===== config.mk =====
export PLATFORM = sky130hd
export DESIGN_NAME = sdiv_mmio
export DESIGN_NICKNAME = d
export VERILOG_FILES = /design/src/rtl/sdiv_mmio_pkg.sv /design/src/rtl/sdiv_mmio_regs.sv /design/src/rtl/sdiv_mmio_engine.sv /design/src/rtl/sdiv_mmio.sv
export SDC_FILE = /design/constraint.sdc
export NUM_CORES = 2
export LEC_CHECK = 0
export ABC_AREA = 1
export ABC_CLOCK_PERIOD_IN_PS = 2200
export BUFFER_PORTS_ARGS = -buffer_cell sky130_fd_sc_hd__buf_2
export CORE_MARGIN = 1.5
export CORE_UTILIZATION = 58
export DETAILED_ROUTE_END_ITERATION = 12
export PLACE_DENSITY_LB_ADDON = 0.05
export SKIP_CTS_REPAIR_TIMING = 1
export SLEW_MARGIN = 30
export SYNTH_ARGS = -nofsm -noshare
export SYNTH_HDL_FRONTEND = slang
export SYNTH_SLANG_ARGS = --single-unit

===== constraint.sdc =====
create_clock -name clk -period 2.2 [get_ports clk]
set_input_delay 0.11 -clock clk [delete_from_list [all_inputs] [get_ports clk]]
set_output_delay 0.11 -clock clk [all_outputs]
set_load 0.1 [all_outputs]

===== src/rtl/sdiv_mmio_pkg.sv =====
package sdiv_mmio_pkg;
  localparam int OPW   = 64;
  localparam int BUSW  = 32;
  localparam int BYTES = BUSW / 8;

  typedef logic [OPW-1:0]  op_t;
  typedef logic [BUSW-1:0] word_t;

  typedef enum logic [1:0] {ENG_IDLE, ENG_LOAD, ENG_RUN, ENG_DONE} eng_state_t;

  localparam logic [1:0] MODE_NARROW = 2'd0;
  localparam logic [1:0] MODE_WIDE   = 2'd2;

  // word indices (byte offset / 4)
  localparam int W_CTL = 0;
  localparam int W_NUM = 2;
  localparam int W_DEN = 4;
  localparam int W_QUO = 6;
  localparam int W_REM = 8;

  localparam int CTL_ERR  = 14;
  localparam int CTL_BUSY = 15;

  localparam op_t OP_MIN = {1'b1, {(OPW-1){1'b0}}};

  typedef struct packed {
    op_t part;
    op_t acc;
  } step_t;

  function automatic op_t sext_half(word_t w);
    return {{(OPW-BUSW){w[BUSW-1]}}, w};
  endfunction

  function automatic op_t fit_num(logic [1:0] mode, op_t raw);
    return (mode == MODE_NARROW) ? sext_half(raw[BUSW-1:0]) : raw;
  endfunction

  function automatic op_t fit_den(logic [1:0] mode, op_t raw);
    return (mode == MODE_WIDE) ? raw : sext_half(raw[BUSW-1:0]);
  endfunction

  function automatic op_t negate(op_t v);
    return ~v + op_t'(1);
  endfunction

  function automatic op_t magnitude(op_t v);
    return v[OPW-1] ? negate(v) : v;
  endfunction

  function automatic word_t merge_lanes(word_t old, word_t wdata, logic [BYTES-1:0] be);
    word_t res;
    res = old;
    for (int b = 0; b < BYTES; b++) begin
      if (be[b]) res[b*8 +: 8] = wdata[b*8 +: 8];
    end
    return res;
  endfunction

  // one restoring step: shift the next dividend bit in, subtract when it fits
  function automatic step_t div_step(op_t part, op_t acc, op_t dvs);
    logic [OPW:0] sh;
    step_t        r;
    sh  = {part, acc[OPW-1]};
    r.acc = {acc[OPW-2:0], 1'b0};
    if (sh >= {1'b0, dvs}) begin
      sh       = sh - {1'b0, dvs};
      r.acc[0] = 1'b1;
    end
    r.part = sh[OPW-1:0];
    return r;
  endfunction
endpackage


===== src/rtl/sdiv_mmio_regs.sv =====
module sdiv_mmio_regs
  import sdiv_mmio_pkg::*;
#(
  parameter int ADDR_W = 6
) (
  input  logic             clk,
  input  logic             rst_n,
  input  logic [ADDR_W-1:0] bus_addr,
  input  logic             bus_wr,
  input  logic [BYTES-1:0] bus_be,
  input  word_t            bus_wdata,
  input  logic             bus_rd,
  output word_t            bus_rdata,
  input  logic             busy,
  input  logic             commit,
  input  logic             rem_en,
  input  logic             err_in,
  input  op_t              quo_in,
  input  op_t              rem_in,
  output logic             start,
  output logic [1:0]       mode_q,
  output op_t              num_q,
  output op_t              den_q,
  output op_t              quo_q,
  output op_t              rem_q,
  output logic             err_q
);
  localparam int IW = ADDR_W - 2;
  localparam logic [IW-1:0] A_CTL    = IW'(W_CTL);
  localparam logic [IW-1:0] A_NUM_LO = IW'(W_NUM);
  localparam logic [IW-1:0] A_NUM_HI = IW'(W_NUM + 1);
  localparam logic [IW-1:0] A_DEN_LO = IW'(W_DEN);
  localparam logic [IW-1:0] A_DEN_HI = IW'(W_DEN + 1);
  localparam logic [IW-1:0] A_QUO_LO = IW'(W_QUO);
  localparam logic [IW-1:0] A_QUO_HI = IW'(W_QUO + 1);
  localparam logic [IW-1:0] A_REM_LO = IW'(W_REM);
  localparam logic [IW-1:0] A_REM_HI = IW'(W_REM + 1);

  logic [IW-1:0] widx;
  logic          aligned;
  logic          wr_ok;
  logic          hit_start;
  word_t         rd_mux;
  word_t         ctl_view;

  assign widx    = bus_addr[ADDR_W-1:2];
  assign aligned = (bus_addr[1:0] == 2'b00);
  assign wr_ok   = bus_wr && aligned && (|bus_be);

  always_comb begin
    case (widx)
      A_CTL, A_NUM_LO, A_NUM_HI, A_DEN_LO, A_DEN_HI: hit_start = 1'b1;
      default:                                       hit_start = 1'b0;
    endcase
  end

  assign start = wr_ok && hit_start;

  always_ff @(posedge clk or negedge rst_n) begin
    if (!rst_n) begin
      mode_q <= '0;
      num_q  <= '0;
      den_q  <= '0;
    end else if (wr_ok) begin
      case (widx)
        A_CTL:    if (bus_be[0]) mode_q <= bus_wdata[1:0];
        A_NUM_LO: num_q[BUSW-1:0]   <= merge_lanes(num_q[BUSW-1:0],   bus_wdata, bus_be);
        A_NUM_HI: num_q[OPW-1:BUSW] <= merge_lanes(num_q[OPW-1:BUSW], bus_wdata, bus_be);
        A_DEN_LO: den_q[BUSW-1:0]   <= merge_lanes(den_q[BUSW-1:0],   bus_wdata, bus_be);
        A_DEN_HI: den_q[OPW-1:BUSW] <= merge_lanes(den_q[OPW-1:BUSW], bus_wdata, bus_be);
        default: ;
      endcase
    end
  end

  always_ff @(posedge clk or negedge rst_n) begin
    if (!rst_n) begin
      quo_q <= '0;
      rem_q <= '0;
      err_q <= 1'b0;
    end else if (commit) begin
      quo_q <= quo_in;
      if (rem_en) rem_q <= rem_in;
      err_q <= err_in;
    end
  end

  always_comb begin
    ctl_view           = '0;
    ctl_view[1:0]      = mode_q;
    ctl_view[CTL_ERR]  = err_q;
    ctl_view[CTL_BUSY] = busy;
  end

  always_comb begin
    rd_mux = '0;
    if (aligned) begin
      case (widx)
        A_CTL:    rd_mux = ctl_view;
        A_NUM_LO: rd_mux = num_q[BUSW-1:0];
        A_NUM_HI: rd_mux = num_q[OPW-1:BUSW];
        A_DEN_LO: rd_mux = den_q[BUSW-1:0];
        A_DEN_HI: rd_mux = den_q[OPW-1:BUSW];
        A_QUO_LO: rd_mux = quo_q[BUSW-1:0];
        A_QUO_HI: rd_mux = quo_q[OPW-1:BUSW];
        A_REM_LO: rd_mux = rem_q[BUSW-1:0];
        A_REM_HI: rd_mux = rem_q[OPW-1:BUSW];
        default:  rd_mux = '0;
      endcase
    end
  end

  always_ff @(posedge clk or negedge rst_n) begin
    if (!rst_n)      bus_rdata <= '0;
    else if (bus_rd) bus_rdata <= rd_mux;
  end
endmodule


===== src/rtl/sdiv_mmio_engine.sv =====
module sdiv_mmio_engine
  import sdiv_mmio_pkg::*;
(
  input  logic       clk,
  input  logic       rst_n,
  input  logic       start,
  input  logic [1:0] mode,
  input  op_t        num_raw,
  input  op_t        den_raw,
  output logic       busy,
  output logic       commit,
  output logic       case_zero,
  output logic       case_ovf,
  output logic       rem_en,
  output logic       err_out,
  output op_t        quo_out,
  output op_t        rem_out
);
  localparam int CW = $clog2(OPW);
  localparam logic [CW-1:0] CNT_LAST = CW'(OPW - 1);

  eng_state_t    state;
  logic [CW-1:0] cnt;
  op_t           part;
  op_t           acc;
  op_t           dvs;
  op_t           keep;
  logic          neg_q;
  logic          neg_r;

  op_t   en_w;
  op_t   ed_w;
  step_t nxt;

  assign en_w = fit_num(mode, num_raw);
  assign ed_w = fit_den(mode, den_raw);
  assign nxt  = div_step(part, acc, dvs);

  always_ff @(posedge clk or negedge rst_n) begin
    if (!rst_n) begin
      state     <= ENG_IDLE;
      cnt       <= '0;
      part      <= '0;
      acc       <= '0;
      dvs       <= '0;
      keep      <= '0;
      neg_q     <= 1'b0;
      neg_r     <= 1'b0;
      case_zero <= 1'b0;
      case_ovf  <= 1'b0;
    end else if (start) begin
      state <= ENG_LOAD;
    end else begin
      case (state)
        ENG_LOAD: begin
          keep      <= en_w;
          case_zero <= (ed_w == '0);
          case_ovf  <= (en_w == OP_MIN) && (ed_w == '1);
          neg_q     <= en_w[OPW-1] ^ ed_w[OPW-1];
          neg_r     <= en_w[OPW-1];
          acc       <= magnitude(en_w);
          dvs       <= magnitude(ed_w);
          part      <= '0;
          cnt       <= '0;
          state     <= ENG_RUN;
        end
        ENG_RUN: begin
          part <= nxt.part;
          acc  <= nxt.acc;
          cnt  <= cnt + CW'(1);
          if (cnt == CNT_LAST) state <= ENG_DONE;
        end
        ENG_DONE: state <= ENG_IDLE;
        default:  state <= ENG_IDLE;
      endcase
    end
  end

  assign busy    = (state != ENG_IDLE);
  assign commit  = (state == ENG_DONE) && !start;
  assign rem_en  = !case_ovf;
  assign err_out = case_zero || case_ovf;

  always_comb begin
    if (case_zero)     quo_out = neg_r ? op_t'(1) : '0;
    else if (case_ovf) quo_out = keep;
    else if (neg_q)    quo_out = negate(acc);
    else               quo_out = acc;
  end

  always_comb begin
    if (case_zero)  rem_out = keep;
    else if (neg_r) rem_out = negate(part);
    else            rem_out = part;
  end
endmodule


===== src/rtl/sdiv_mmio.sv =====
module sdiv_mmio
  import sdiv_mmio_pkg::*;
#(
  parameter int ADDR_W = 6
) (
  input  logic              clk,
  input  logic              rst_n,
  input  logic [ADDR_W-1:0] bus_addr,
  input  logic              bus_wr,
  input  logic [3:0]        bus_be,
  input  logic [31:0]       bus_wdata,
  input  logic              bus_rd,
  output logic [31:0]       bus_rdata
);
  logic       start;
  logic       busy;
  logic       commit;
  logic       case_zero;
  logic       case_ovf;
  logic       rem_en;
  logic       err_next;
  logic       err_q;
  logic [1:0] mode_q;
  op_t        num_q;
  op_t        den_q;
  op_t        quo_q;
  op_t        rem_q;
  op_t        quo_next;
  op_t        rem_next;

  sdiv_mmio_regs #(.ADDR_W(ADDR_W)) u_regs (
    .clk       (clk),
    .rst_n     (rst_n),
    .bus_addr  (bus_addr),
    .bus_wr    (bus_wr),
    .bus_be    (bus_be),
    .bus_wdata (bus_wdata),
    .bus_rd    (bus_rd),
    .bus_rdata (bus_rdata),
    .busy      (busy),
    .commit    (commit),
    .rem_en    (rem_en),
    .err_in    (err_next),
    .quo_in    (quo_next),
    .rem_in    (rem_next),
    .start     (start),
    .mode_q    (mode_q),
    .num_q     (num_q),
    .den_q     (den_q),
    .quo_q     (quo_q),
    .rem_q     (rem_q),
    .err_q     (err_q)
  );

  sdiv_mmio_engine u_engine (
    .clk       (clk),
    .rst_n     (rst_n),
    .start     (start),
    .mode      (mode_q),
    .num_raw   (num_q),
    .den_raw   (den_q),
    .busy      (busy),
    .commit    (commit),
    .case_zero (case_zero),
    .case_ovf  (case_ovf),
    .rem_en    (rem_en),
    .err_out   (err_next),
    .quo_out   (quo_next),
    .rem_out   (rem_next)
  );
endmodule


==> impl_results.md, run 1 <==
- Count of cell types in the netlist: 62
- Worst_ep grt: u_engine.part[41]$_DFFE_PN0P_/D
- Root buffer cell: clkbuf_16
- Post-synth EDFFs: 0
- Dominant cell type by area after synthesis: dfrtp_1
- Pre-CTS WS: -0.706 ns
- Die height: 266 um
- Top_reg_cell synth: dfrtp_1
- CTS HTree Levels: 2
- Total GRT Usage: 0.844
- FF+latch count, synth: 558
- Run status: did not finish
- Average size of a mapped cell: 6.42 um^2
- FFs w/ async S/R, synth: 1.00
- Synthesis Warnings: 0
- Total global routing overflow: 1589
- Synth Instances: 6241
- IO Port Bufs: 77
- Stop stage: 5_1_grt
- Syn_nets: 6362
- Largest net degree at the start of global routing: 93
- TritonCTS Sinks: 558
- Mapped cell area: 40000 um^2
- Synth top cells by count: nand2_1, inv_1, dfrtp_1, nor2_1, o21ai_0
- Largest cells by area after synthesis: dfrtp_1, nand2_1, inv_1
- Worst_ep kind: register data pin
- Yosys top cell area share: 0.349
- Row count: 96
- Sequential cell area fraction in the yosys report: 0.349
- Die width: 266 um
- Buffer depth of the longest clock path: 3
- Final HPWL DP: 161000 um
- Err: [ERROR GRT-0232] Routing congestion too high. Check the congestion heatmap in the GUI.
- Routability cong.: 1.14
- Top-count cell post-synth: nand2_1
- I/O pins: 78
- CTS buffer count: 61
- Initial core utilization: 0.585
==> cells by family after synthesis <==
| family | count (synthesis) | synth area share |
|---|---|---|
| xor+xnor | 118 | 0.0258 |
| compound gates | 1021 | 0.145 |
| flops | 558 | 0.349 |
| fa+ha+maj | 75 | 0.0236 |
| buf+inv | 1215 | 0.120 |
| simple gates | 3254 | 0.338 |
==> routing by layer <==
layer / overflow / GRT usage
met1: 14 / 0.820
met2: 1043 / 1.02
met3: 27 / 0.686
met4: 502 / 0.892
met5: 3 / 0.374
==> metrics by stage <==
stage | hold slack, ns | cells | instance area, um^2 | utilization
after floorplan | -0.186 | 6241 | 40000 | -
after global placement | 0.0902 | 8197 | 50300 | 0.735
after detailed placement | 0.0887 | 8197 | 50300 | 0.735
after CTS | -0.591 | 8310 | 52500 | 0.767
==> inputs of run 2 (changes only) <==
ABC_CLOCK_PERIOD_IN_PS = 2900   (was 2200)
CORE_UTILIZATION = 40   (was 58)
PLACE_DENSITY_LB_ADDON = 0.15   (was 0.05)
clock period = 2.9 ns   (was 2.2 ns; I/O delays follow)
==> run 2 against run 1 <==
Effect of this change:
- the run now ends clean
- synthesized area is the same
- synthesized cell count is the same
==> impl_results.md, run 2 <==
- Cell leakage power: 0.0246 uW
- Final worst path period need: 2.81 ns
- CTS tree: done
- Hold Violations, Final: 0
- Top-count cell post-synth: nand2_1 (unchanged)
- Post-Synth Adder-Cell Area: 0.0236 (unchanged)
- Max VDD drop: 0.00130 V
- Area Overhead vs Synth: 18.2%
- Simple-Gate Fraction of Synth Area: 0.338 (unchanged)
- Pint: 30000 uW
- Design area: 47300 um^2
- FFs w/ async S/R, synth: 1.00 (unchanged)
- Largest family of logic cells by synthesized area: simple AND/OR/NAND/NOR gates (unchanged)
- Synth Instances: 6241 (unchanged)
- Global-route wire length before repair: 293000 um
- Cell with the largest stage delay on the worst path: dfrtp_1
- Initial core utilization: 0.405 (was 0.585)
- Reg clk slew, reported paths: 0.06 ns
- Yosys top cell area share: 0.349 (unchanged)
- Worst skew pair latency: 0.67 ns
- NetSw: 36900 uW
- Largest net degree at the start of global routing: 101
- Dominant cell type by area after synthesis: dfrtp_1 (unchanged)
- Pre-Repair DR Iteration Count: 7
- Sw Ratio: 0.552
- Critical Path Fanout Max: 5
- Sequence of cells on the critical path: inv_1 > ha_1 > nand3_2 > nor2_2 > nand3_1 > o21ai_2 > buf_4 > nand2_1 > o21ai_0 > nand2_1 > o21ai_0
- Synthesis Warnings: 0 (unchanged)
- Clock power frac: 0.153
- Worst hold path depth: 5
- Nets: 6688
- Syn_nets: 6362 (unchanged)
- Antenna violations before repair: 15
- Initial DRC Count: 5760
- Worst Tran Pin Value: 1.06 ns
- Placeable Area: 98900 um^2
- Die ar.: 102000 um^2
- R2R setup slack: 0.09 ns
- # setup viols final: 0
- Final core occ: 0.479
- Register share of total power: 0.179
- FF+latch count, synth: 558 (unchanged)
- Avg WL per Cell: 26.0 um
- DRC errors left: 0
- Mux cell area share after synthesis: 0 (unchanged)
- Share of layout cells above drive strength 1: 0.110
- IO Port Bufs: 77 (unchanged)
- TritonCTS Sinks: 558 (unchanged)
- Max incr delay on CP: 0.47 ns
- Sequential cell area fraction in the yosys report: 0.349 (unchanged)
- XOR/XNOR share of the synthesized area: 0.0258 (unchanged)
- Antenna Nets Post-Route: 0
- Count of cell types in the netlist: 62 (unchanged)
- Vias/cell: 5.67
- Synth Area in Compound Gates: 0.145 (unchanged)
- Routability cong.: 1.07 (was 1.14)
- Final HPWL DP: 165000 um (was 161000 um)
- Total GRT Usage: 0.395
- Slew headroom: 0.288
- Critical Path AT: 3.36 ns
- Run status: complete, no violations (was did not finish)
- Most common cell after layout, fill and taps aside: nand2_1
- Largest cells by area after synthesis: dfrtp_1, nand2_1, inv_1 (unchanged)
- Row count: 115 (was 96)
- Max-Cap Viols: 0
- Combinational Power Share: 0.668
- Die width: 319 um (was 266 um)
- WL final: 206000 um
- Critical path class: flip-flop to flip-flop
- CP Data Required Time: 3.45 ns
- Min-Delay Path Class: input port to flip-flop
- Worst clock skew: 0.0288 ns
- Sum Neg Setup Slack: 0 ns
- Post-synth EDFFs: 0 (unchanged)
- Number of global-route vias before repair: 41300
- Fin. max-slew vios: 0
- CTS buffer count: 73 (was 61)
- I/O pins: 78 (unchanged)
- Setup repair after global routing missed its margin: no
- Vias: 44900
- Top_reg_cell synth: dfrtp_1 (unchanged)
- Root buffer cell: clkbuf_16 (unchanged)
- Die height: 319 um (was 266 um)
- CP startpoint kind: flip-flop
- Period utilisation layout: 0.968
- Most frequent cells in the layout: nand2_1, inv_1, dfrtp_1
- Post-place instance area: 44100 um^2 (was 50300 um^2)
- Buffer depth of the longest clock path: 3 (unchanged)
- P per Cell Area: 1410 nW/um^2
- Worst r2r path cells: 11
- Max Fclk: 356 MHz
- Min Hold Slack: 0.0759 ns
- CP Capture Type: flip-flop
- CTS HTree Levels: 3 (was 2)
- Mapped cell area: 40000 um^2 (unchanged)
- Total global routing overflow: 0
- Average size of a mapped cell: 6.42 um^2 (unchanged)
- Synth top cells by count: nand2_1, inv_1, dfrtp_1, nor2_1, o21ai_0 (unchanged)
## run 2: final timing paths
path / start / endpoint
max in group asynchronous: rst_n / u_engine.part[27]
setup reg to reg: u_engine.part[0] / u_regs.rem_q[34]
setup / recovery: u_engine.part[0] / u_regs.rem_q[34]
hold reg to reg: u_engine.dvs[32] / u_engine.dvs[32]
hold / removal: bus_rd / u_regs.bus_rdata[28]
min in group asynchronous: rst_n / u_engine.dvs[45]
## run 2: cell families (layout without fill, tap and decap cells)
family,after synthesis,count (layout)
flops,558,558
compound gates,1021,1021
other cells,0,6
fa+ha+maj,75,75
simple gates,3254,3254
buf+inv,1215,1597
xor+xnor,118,118
## run 2: power by group through the flow
stage / clock network (uW) / logic (uW) / registers (uW)
2_1_floorplan: 0 / 25500 / 11400
3_3_place_gp: 0 / 42800 / 11900
3_5_place_dp: 0 / 42700 / 12000
4_1_cts: 10300 / 43000 / 11800
5_1_grt: 10600 / 48200 / 12100
6_report: 10200 / 44800 / 12000
## run 2: metal layers
metal | vias up | GRT usage | share of wire
met4 | 8 | 0.230 | 0.068
met5 | - | 0 | 0.00023
li1 | 20500 | - | -
met3 | 517 | 0.0926 | 0.10
met1 | 21300 | 0.525 | 0.41
met2 | 2499 | 0.587 | 0.42
## run 2: cell type report
type | instances | area (um^2)
diodes | 6 | 15.0
clock inverters | 39 | 624
fillers | 10400 | 51500
clock buffers | 92 | 2010
flip-flops and latches | 558 | 14000
repair buffers | 478 | 3860
multi-input cells | 4468 | 21500
well taps | 1287 | 1610
inverters | 988 | 3710
## run 2: critical path: cells and delay by family, from the launching register on
kind	cells	cell delay (ns)
compound gates	3	0.94
fa+ha+maj	1	0.23
buf+inv	2	0.40
flops	1	0.47
simple gates	5	0.67
## run 2: per-stage QoR
stage | power, uW | setup slack (ns) | std cells
after floorplan | 36900 | 0.739 | 6241
after detailed placement | 54700 | 0.116 | 7744
after CTS | 65100 | 0.0954 | 7875
after global routing | 70900 | 0.00166 | 7910
final | 67000 | 0.0939 | 7916
after global placement | 54800 | 0.0960 | 7744
(Power assumes the default switching activity.)
